`config.mk`:
```
export PLATFORM = sky130hd
export DESIGN_NAME = scl_timing_gen
export DESIGN_NICKNAME = d
export VERILOG_FILES = /design/src/rtl/scl_tg_pkg.sv /design/src/rtl/scl_tg_sync.sv /design/src/rtl/scl_tg_counter.sv /design/src/rtl/scl_tg_fsm.sv /design/src/rtl/scl_timing_gen.sv
export SDC_FILE = /design/constraint.sdc
export NUM_CORES = 1
export LEC_CHECK = 0
export BUFFER_PORTS_ARGS = -buffer_cell sky130_fd_sc_hd__clkbuf_2
export CORE_MARGIN = 2
export CORE_UTILIZATION = 30
export DETAILED_ROUTE_END_ITERATION = 10
export MAX_ROUTING_LAYER = met4
export PLACE_DENSITY_LB_ADDON = 0.08
export SLEW_MARGIN = 25
export SYNTH_ARGS = -nofsm -noshare
export SYNTH_HDL_FRONTEND = slang
export SYNTH_SLANG_ARGS = --single-unit
```
`constraint.sdc`:
```
create_clock -name clk_i -period 2.1 [get_ports clk_i]
set_input_delay 0.21 -clock clk_i [delete_from_list [all_inputs] [get_ports clk_i]]
set_output_delay 0.21 -clock clk_i [all_outputs]
set_load 0.02 [all_outputs]
```
`src/rtl/scl_tg_pkg.sv`:
```
package scl_tg_pkg;

    typedef enum logic [2:0] {
        ST_IDLE,
        ST_START_HOLD,
        ST_BIT_LOW,
        ST_BIT_HIGH,
        ST_STOP_LOW,
        ST_STOP_SETUP
    } tg_state_e;

    localparam int HOLD_OFS  = 3;
    localparam int LOW_OFS   = 1;
    localparam int HIGH_OFS  = 8;
    localparam int SETUP_OFS = 3;
    localparam int SYNC_STAGES = 2;

endpackage

```
`src/rtl/scl_tg_sync.sv`:
```
module scl_tg_sync #(
    parameter int   STAGES    = 2,
    parameter logic RESET_VAL = 1'b1
) (
    input  logic clk_i,
    input  logic rst_ni,
    input  logic d_i,
    output logic q_o
);
    logic [STAGES-1:0] chain_q;

    generate
        for (genvar s = 0; s < STAGES; s++) begin : g_stage
            if (s == 0) begin : g_first
                always_ff @(posedge clk_i or negedge rst_ni) begin
                    if (!rst_ni) chain_q[s] <= RESET_VAL;
                    else         chain_q[s] <= d_i;
                end
            end else begin : g_rest
                always_ff @(posedge clk_i or negedge rst_ni) begin
                    if (!rst_ni) chain_q[s] <= RESET_VAL;
                    else         chain_q[s] <= chain_q[s-1];
                end
            end
        end
    endgenerate

    assign q_o = chain_q[STAGES-1];
endmodule

```
`src/rtl/scl_tg_counter.sv`:
```
module scl_tg_counter #(
    parameter int W = 20
) (
    input  logic         clk_i,
    input  logic         rst_ni,
    input  logic         load_i,
    input  logic [W-1:0] load_val_i,
    input  logic         en_i,
    output logic         zero_o
);
    logic [W-1:0] cnt_q;

    always_ff @(posedge clk_i or negedge rst_ni) begin
        if (!rst_ni)                     cnt_q <= '0;
        else if (load_i)                 cnt_q <= load_val_i;
        else if (en_i && cnt_q != '0)    cnt_q <= cnt_q - 1'b1;
    end

    assign zero_o = (cnt_q == '0);
endmodule

```
`src/rtl/scl_tg_fsm.sv`:
```
module scl_tg_fsm
    import scl_tg_pkg::*;
#(
    parameter int CNT_W = 16,
    parameter int W     = CNT_W + 4
) (
    input  logic             clk_i,
    input  logic             rst_ni,
    input  logic [CNT_W-1:0] high_cnt_i,
    input  logic [CNT_W-1:0] low_cnt_i,
    input  logic             start_req_i,
    input  logic             stop_req_i,
    input  logic             bit_i,
    input  logic             scl_sense_i,
    input  logic             cnt_zero_i,
    output logic             cnt_load_o,
    output logic [W-1:0]     cnt_val_o,
    output logic             cnt_en_o,
    output logic             scl_drive_o,
    output logic             sda_drive_o,
    output logic             bit_done_o
);
    tg_state_e state_q, state_d;
    logic      armed_q;
    logic      sda_bit_q;
    logic      sda_load;
    logic      go;
    logic [W-1:0] h_eff, l_eff;

    // zero counts are treated as one
    assign h_eff = (high_cnt_i == '0) ? W'(1) : W'(high_cnt_i);
    assign l_eff = (low_cnt_i  == '0) ? W'(1) : W'(low_cnt_i);

    // counting in the released phases only once SCL is sensed high
    assign go = armed_q | scl_sense_i;

    always_comb begin
        state_d    = state_q;
        cnt_load_o = 1'b0;
        cnt_val_o  = '0;
        cnt_en_o   = 1'b0;
        sda_load   = 1'b0;
        bit_done_o = 1'b0;
        unique case (state_q)
            ST_IDLE: begin
                if (start_req_i) begin
                    state_d    = ST_START_HOLD;
                    cnt_load_o = 1'b1;
                    cnt_val_o  = h_eff + W'(HOLD_OFS - 1);
                end
            end
            ST_START_HOLD: begin
                cnt_en_o = 1'b1;
                if (cnt_zero_i) begin
                    state_d    = ST_BIT_LOW;
                    cnt_load_o = 1'b1;
                    cnt_val_o  = l_eff + W'(LOW_OFS - 1);
                    sda_load   = 1'b1;
                end
            end
            ST_BIT_LOW: begin
                cnt_en_o = 1'b1;
                if (cnt_zero_i) begin
                    state_d    = ST_BIT_HIGH;
                    cnt_load_o = 1'b1;
                    cnt_val_o  = h_eff + W'(HIGH_OFS - 1);
                end
            end
            ST_BIT_HIGH: begin
                if (go) begin
                    cnt_en_o = 1'b1;
                    if (cnt_zero_i) begin
                        bit_done_o = 1'b1;
                        cnt_load_o = 1'b1;
                        cnt_val_o  = l_eff + W'(LOW_OFS - 1);
                        if (stop_req_i) begin
                            state_d = ST_STOP_LOW;
                        end else begin
                            state_d  = ST_BIT_LOW;
                            sda_load = 1'b1;
                        end
                    end
                end
            end
            ST_STOP_LOW: begin
                cnt_en_o = 1'b1;
                if (cnt_zero_i) begin
                    state_d    = ST_STOP_SETUP;
                    cnt_load_o = 1'b1;
                    cnt_val_o  = h_eff + W'(SETUP_OFS - 1);
                end
            end
            ST_STOP_SETUP: begin
                if (go) begin
                    cnt_en_o = 1'b1;
                    if (cnt_zero_i) state_d = ST_IDLE;
                end
            end
            default: state_d = ST_IDLE;
        endcase
    end

    always_ff @(posedge clk_i or negedge rst_ni) begin
        if (!rst_ni) begin
            state_q   <= ST_IDLE;
            armed_q   <= 1'b0;
            sda_bit_q <= 1'b0;
        end else begin
            state_q <= state_d;
            if (cnt_load_o)
                armed_q <= 1'b0;
            else if ((state_q == ST_BIT_HIGH || state_q == ST_STOP_SETUP) && scl_sense_i)
                armed_q <= 1'b1;
            if (sda_load)
                sda_bit_q <= ~bit_i;
        end
    end

    always_comb begin
        unique case (state_q)
            ST_IDLE:       begin scl_drive_o = 1'b0; sda_drive_o = 1'b0;      end
            ST_START_HOLD: begin scl_drive_o = 1'b0; sda_drive_o = 1'b1;      end
            ST_BIT_LOW:    begin scl_drive_o = 1'b1; sda_drive_o = sda_bit_q; end
            ST_BIT_HIGH:   begin scl_drive_o = 1'b0; sda_drive_o = sda_bit_q; end
            ST_STOP_LOW:   begin scl_drive_o = 1'b1; sda_drive_o = 1'b1;      end
            ST_STOP_SETUP: begin scl_drive_o = 1'b0; sda_drive_o = 1'b1;      end
            default:       begin scl_drive_o = 1'b0; sda_drive_o = 1'b0;      end
        endcase
    end

    // the START hold is entered only from IDLE
    a_r1_hold_from_idle: assert property (@(posedge clk_i) disable iff (!rst_ni)
        (state_q == ST_START_HOLD && $past(state_q) != ST_START_HOLD) |-> $past(state_q) == ST_IDLE);

    // a low phase never lasts fewer than two cycles
    a_r3_low_min: assert property (@(posedge clk_i) disable iff (!rst_ni)
        (state_q == ST_BIT_HIGH && $past(state_q) == ST_BIT_LOW) |-> $past(state_q, 2) == ST_BIT_LOW);

    // while SCL is unsensed and not armed, the high phase cannot end
    a_r4_wait_high: assert property (@(posedge clk_i) disable iff (!rst_ni)
        (state_q == ST_BIT_HIGH && !armed_q && !scl_sense_i) |=> state_q == ST_BIT_HIGH);

    // SDA does not move while SCL is released within a bit
    a_r5_sda_stable: assert property (@(posedge clk_i) disable iff (!rst_ni)
        (state_q == ST_BIT_HIGH && $past(state_q) == ST_BIT_HIGH) |-> $stable(sda_drive_o));

    // done lasts a single cycle
    a_r6_done_single: assert property (@(posedge clk_i) disable iff (!rst_ni)
        bit_done_o |=> !bit_done_o);

    // SDA is released only while SCL is sensed high
    a_r8_stop_release: assert property (@(posedge clk_i) disable iff (!rst_ni)
        ($past(state_q) == ST_STOP_SETUP && state_q == ST_IDLE) |-> $past(go));
endmodule

```
`src/rtl/scl_timing_gen.sv`:
```
module scl_timing_gen
    import scl_tg_pkg::*;
#(
    parameter int CNT_W = 16
) (
    input  logic             clk_i,
    input  logic             rst_ni,
    input  logic [CNT_W-1:0] high_cnt_i,
    input  logic [CNT_W-1:0] low_cnt_i,
    input  logic             start_req_i,
    input  logic             stop_req_i,
    input  logic             bit_i,
    input  logic             scl_i,
    output logic             scl_drive_o,
    output logic             sda_drive_o,
    output logic             bit_done_o
);
    localparam int W = CNT_W + 4;

    logic         scl_sense;
    logic         cnt_load, cnt_en, cnt_zero;
    logic [W-1:0] cnt_val;

    scl_tg_sync #(
        .STAGES    (SYNC_STAGES),
        .RESET_VAL (1'b1)
    ) u_scl_sync (
        .clk_i  (clk_i),
        .rst_ni (rst_ni),
        .d_i    (scl_i),
        .q_o    (scl_sense)
    );

    scl_tg_counter #(.W(W)) u_counter (
        .clk_i      (clk_i),
        .rst_ni     (rst_ni),
        .load_i     (cnt_load),
        .load_val_i (cnt_val),
        .en_i       (cnt_en),
        .zero_o     (cnt_zero)
    );

    scl_tg_fsm #(.CNT_W(CNT_W), .W(W)) u_fsm (
        .clk_i       (clk_i),
        .rst_ni      (rst_ni),
        .high_cnt_i  (high_cnt_i),
        .low_cnt_i   (low_cnt_i),
        .start_req_i (start_req_i),
        .stop_req_i  (stop_req_i),
        .bit_i       (bit_i),
        .scl_sense_i (scl_sense),
        .cnt_zero_i  (cnt_zero),
        .cnt_load_o  (cnt_load),
        .cnt_val_o   (cnt_val),
        .cnt_en_o    (cnt_en),
        .scl_drive_o (scl_drive_o),
        .sda_drive_o (sda_drive_o),
        .bit_done_o  (bit_done_o)
    );
endmodule

```
# After elaboration in Yosys (flattened, before gate mapping)
# Index checks and enable logic that the tools add are counted.
# Widths: inputs -> output; s select.
totals:
  reg_bits: 27
  latchBits: 0
  ram_bits: 0
  romBits: 0
  inputBits: 38
  output_inout_bits: 3
  word_cells: 75
  mem_count: 0
classes:
  add_sub_neg: 3
  n_mul: 0
  n_div: 0
  n_lt_le_gt_ge: 0
  eq_ne: 13
  shift: 0
  muxes: 35
  bitwise: 2
  n_reduce_logical: 16
op_table:
  columns: ["cell", "count"]
  rows:
  - ["$mux 20", 7]
  - ["$pmux 20 s5", 1]
  - ["$logic_not 16->1", 2]
  - ["$mux 16", 2]
  - ["$mux 3", 9]
  - ["$add 20x2->20 const B", 1]
  - ["$add 20x3->20 const B", 1]
  - ["$logic_not 20->1", 1]
  - ["$reduce_bool 20->1", 1]
  - ["$sub 20x1->20 const B", 1]
  - ["$pmux 3 s6", 1]
  - ["$ne 2x2->1 const B", 6]
  - ["$mux 1", 11]
  - ["$reduce_and 8->1", 1]
  - ["$eq 3x2->1 const B", 2]
  - ["$eq 3x3->1 const B", 2]
  - ["$pmux 1 s2", 3]
  - ["$reduce_or 2->1", 3]
  - ["$reduce_or 3->1", 2]
  - ["$ne 2x1->1 const B", 2]
  - ["$reduce_bool 2->1", 2]
  - ["$eq 3x1->1 const B", 1]
  - ["$logic_not 3->1", 1]
  - ["$pmux 1 s3", 1]
  - ["other kinds (4)", 5]

# Longest topological paths before layout
depth:
  depth_word: 6
  depth_mapped: 11
  ltp_nobuf: 10

# Modules after synthesis
# From an unflattened synthesis, not the netlist that was laid out.
unflattened:
  hier_cells: 376
  area_unflattened_um2: 2865.2
modules_own_cells:
  columns: ["module", "instances", "cells_each", "area_each_um2"]
  rows:
  - ["scl_tg_counter", 1, 165, 1411.4]
  - ["scl_tg_fsm", 1, 209, 1401.3]
  - ["scl_tg_sync", 1, 2, 52.6]

# Worst setup path after synthesis
# OpenSTA, ideal clock, no wires.
synth_timing:
  path_type: "reg2out"
  from: "reg u_counter.cnt_q[4]"
  to: "out bit_done_o"
  arrival_time_ns: 2.017
  required_ns: 1.890
  path_slack_ns: -0.127
  path_stages_with_launch: 6
  path_buffers: 0
  cell_sequence: "dfrtp_1 -> nor4_2 -> and4_1 -> nand3_1 -> or2_2 -> nor3_1"
synth_between:
  elab_chain_len: 4
synth_rtl:
  columns: ["element", "line", "text"]
  rows:
  - ["from (decl)", "scl_tg_counter.sv:11", "logic [W-1:0] cnt_q;"]
  - ["from (signal assigned)", "scl_tg_counter.sv:15", "else if (load_i) cnt_q <= load_val_i;"]
  - ["from (signal assigned)", "scl_tg_counter.sv:16", "else if (en_i && cnt_q != '0) cnt_q <= cnt_q - 1'b1;"]
  - ["$logic_not 20->1", "scl_tg_counter.sv:19", "assign zero_o = (cnt_q == '0);"]
  - ["$mux 1", "scl_tg_fsm.sv:72", "if (cnt_zero_i) begin"]
  - ["$mux 1", "scl_tg_fsm.sv:70", "if (go) begin"]
  - ["$mux 1", "scl_tg_fsm.sv:44", "unique case (state_q)"]
  - ["to (decl)", "scl_timing_gen.sv:16", "output logic bit_done_o"]
# Every way passes these cells.

# Final worst setup path
layout_timing:
  from: "reg u_counter.cnt_q[7]"
  to: "out bit_done_o"
# The elaborated chain is that of the path after synthesis.

==> run_results.csv <==
group,metric,value,unit
setup_path,crit_top_cell,"buf_4",
layout,antenna_cells,0,
sta,drv_slew,0,
logic_synthesis,synth_cells,315,
drt,routedWlPerCell,17.3,um
logic_synthesis,yosysTopAreaCell,"dfrtp_1",
sta,rsz0062_at_grt,"yes",
logic_synthesis,syn_nets,359,
power_and_ir_drop,p_sw,0.000770,W
layout,fillers,801,
setup_path,crit_family,"simple AND/OR/NAND/NOR gates",
sta,fmax,0.450,GHz
clock_network,cts_root_buf,"clkbuf_8",
die,ios,41,
global_route,grt_max_degree,28,
logic_synthesis,async_flop_share,100,%
logic_synthesis,synth_flop_cell,"dfrtp_1",
setup_path,worstSetupStartpointType,"flop",
die,placeableCoreArea,8260,um2
place,dp.cells,530,
clock_network,cts_htree_levels,1,
sta,fin_crit_sh,106,%
clock_network,numCtsBuffers,3,
logic_synthesis,synth_top_cell_area_share,24.4,%
job,drv_cap,0,
logic_synthesis,ys_ff_latch,27,
logic_synthesis,synth.cell_area,2560,um2
power_and_ir_drop,pwr-share-clk,15.3,%
power_and_ir_drop,pwr-share-comb,45.8,%
layout,drive_gt1_share,50.6,%
setup_path,critPathRequiredTime,1.89,ns
layout,syn_to_final_growth,63.2,%
clock_network,path_clk_slew,0.10,ns
setup_path,slowest_delay,0.46,ns
die,rows,33,
worst_hold_path,min_path_cells,2,
global_route,grtUsageTotal,21.0,%
layout,fin_area,4190,um2
setup_path,crit_path_end_kind,"primary output",
setup_path,crit_path_max_fanout,4,
drt,vias,2946,
setup_path,worst_r2r_endpoint,"u_counter.cnt_q[12]",
place,place_area,3520,um2
setup_path,reg2reg_from,"u_counter.cnt_q[7]",
setup_path,crit_path_top_delay_cell,"dfrtp_1",
logic_synthesis,avgSynthCellArea,8.14,um2
sta,hold_slack,0.111,ns
logic_synthesis,synth_cell_type_count,64,
layout,final_nets,496,
outcome,status,"complete, but fails checks",
power_and_ir_drop,switching_share,37.4,%
clock_network,cts_tree,"done",
global_route,grt_pass1_wl,14.4,mm
die,die_height,96.5,um
drt,antenna_left,0,
power_and_ir_drop,power_leakage,1.80,nW
global_route,first_global_vias,2828,
sta,setup_ws,-0.122,ns
sta,hold_viol,0,
power_and_ir_drop,p_total,0.00206,W
logic_synthesis,yosysSeqAreaShare,26.4,%
global_route,antenna_found_initial,0,
logic_synthesis,synth-edff-count,0,
drt,first_iter_violations,114,
logic_synthesis,ys_top_cells_by_area,"dfrtp_1 (24%), xnor2_1 (5.5%), xor2_1 (5.5%), nor2_1 (5.0%), nor3_1 (3.7%)",
die,dieArea,9310,um2
drt,drt-total-wl,9.63,mm
drt,drc_errors,0,
global_route,grt.overflow.total,0,
clock_network,clock-sinks,27,
power_and_ir_drop,power.density,492,nW/um2
power_and_ir_drop,peakVddDrop,183,uV
sta,finalSetupViolCount,10,
place,dp_hpwl,7.29,mm
sta,min_period,2.22,ns
place,io_buffer_count,40,
clock_network,cts_buffer_depth,2,
power_and_ir_drop,seqPwrFrac,38.9,%
logic_synthesis,yosysWarnings,0,
setup_path,worstRegToRegCells,8,
drt,drt_first_pass_iters,5,
place,routabilityCongestion,0.944,
power_and_ir_drop,p_int,0.00129,W
sta,relSlewSlack,49.9,%
layout,instances_no_fill,556,
clock_network,clock_latency,0.28,ns
sta,fin_worst_skew,0.00699,ns
worst_hold_path,hold_path_class,"in2reg",
logic_synthesis,synthTopCellsByCount,"nor2_1 (34), dfrtp_1 (25), nand2_1 (20), nor3_1 (19), a21oi_1 (18)",
worst_hold_path,min_to,"u_fsm.sda_bit_q",
outcome,violations,"negative setup slack",
drt,viasPerCell,5.30,
setup_path,crit_chain,"nor4_4 -> buf_4 -> and4_4 -> nand3_2 -> or2_4 -> nor3_2 -> buf_4",
setup_path,rrSetupSlack,-0.08,ns
setup_path,path_buf_inv,2,
die,start_util,31.1,%
logic_synthesis,synth.most_common_cell,"nor2_1",
setup_path,critical_path_class,"reg2out",
sta,worst-slew-pin-transition,0.752,ns
setup_path,arrival,2.01,ns
worst_hold_path,hold_start,"bit_i",
die,die_x,96.5,um
## how the worst max path moves through the flow
stage	startpoint	end	slack (ns)	depth (start not counted)
2_1_floorplan	high_cnt_i[2]	u_counter.cnt_q[12]	0.009	11
3_3_place_gp	high_cnt_i[13]	u_counter.cnt_q[8]	-0.24	12
3_5_place_dp	high_cnt_i[13]	u_counter.cnt_q[8]	-0.26	12
4_1_cts	u_counter.cnt_q[2]	bit_done_o	-0.10	7
5_1_grt	u_counter.cnt_q[4]	bit_done_o	-0.20	7
6_report	u_counter.cnt_q[7]	bit_done_o	-0.12	7
## repair_timing
item | in CTS | in global routing
pin swaps | 13 | 22
gates cloned | 0 | 0
setup endpoints to repair | 11 | 21
hold buffers | 2 | 0
gates resized for setup | 24 | 76
buffers inserted | 7 | 15
hold endpoints to repair | 14 | 0
## power groups by stage
stage	clock network (W)	logic, W	registers [W]
final	0.000315	0.000944	0.000801
after detailed placement	0	0.000784	0.000788
after global routing	0.000357	0.00103	0.000813
after global placement	0	0.000783	0.000787
after CTS	0.000329	0.000816	0.000793
after floorplan	0	0.000388	0.000805
## metrics by stage
stage / utilization [%] / setup slack [ns] / TNS, ns
after detailed placement: 42.7 / -0.261 / -1.11
after global placement: 42.7 / -0.235 / -1.03
after floorplan: - / 0.00899 / 0
after CTS: 45.3 / -0.105 / -0.162
final: 50.7 / -0.122 / -0.427
after global routing: 50.7 / -0.200 / -1.55
## layer usage
layer | vias up | share of wire (%) | GRT usage [%]
li1 | 1455 | - | -
met1 | 1406 | 46 | 27.6
met2 | 71 | 49 | 34.5
met3 | 14 | 3.0 | 1.55
met4 | 0 | 2.1 | 6.57
met5 | - | 0 | -
## layout make-up
type / instances / area (um2) / share of cell area (%)
multi-input combinational: 260 / 2130 / 50.9
timing repair buffer: 151 / 1160 / 27.8
sequential: 27 / 681 / 16.3
tap: 105 / 131 / 3.14
clock buffer: 3 / 41.3 / 0.987
inverter: 9 / 33.8 / 0.807
clock inverter: 1 / 5.00 / 0.120
## cell families after synthesis
kind of cell    Yosys count  synth area share, %
compound gates           79                 23.1
xor+xnor                 32                 10.9
fa+ha+maj                 6                 2.93
buf+inv                  28                 5.02
flops                    27                 26.4
mux                       1                0.439
simple gates            142                 31.1
## sequential cells by signal (all words and copies together) (netlist names)
name / flops
u_counter.cnt_q: 20
u_scl_sync.q_o: 1
u_scl_sync.chain_q: 1
u_fsm.sda_bit_q: 1
u_fsm.armed_q: 1
u_fsm.state_q: 3
## placed cells by master, fill, tap and decap left out, drive strengths merged, types with 5 or more instances in the layout
cell type,synthesis,layout
nor2,34,34
a211oi,5,5
buf,13,110
nand2,21,21
o21ai,12,12
inv,8,8
nand3,13,13
a221oi,10,10
nand4,9,9
nor3,21,21
clkbuf,6,42
nor4,11,11
xor2,16,16
dfrtp,25,25
xnor2,16,16
and3,6,6
ha,6,6
a21oi,18,18
No activity file was read; power rests on OpenSTA's default activity.
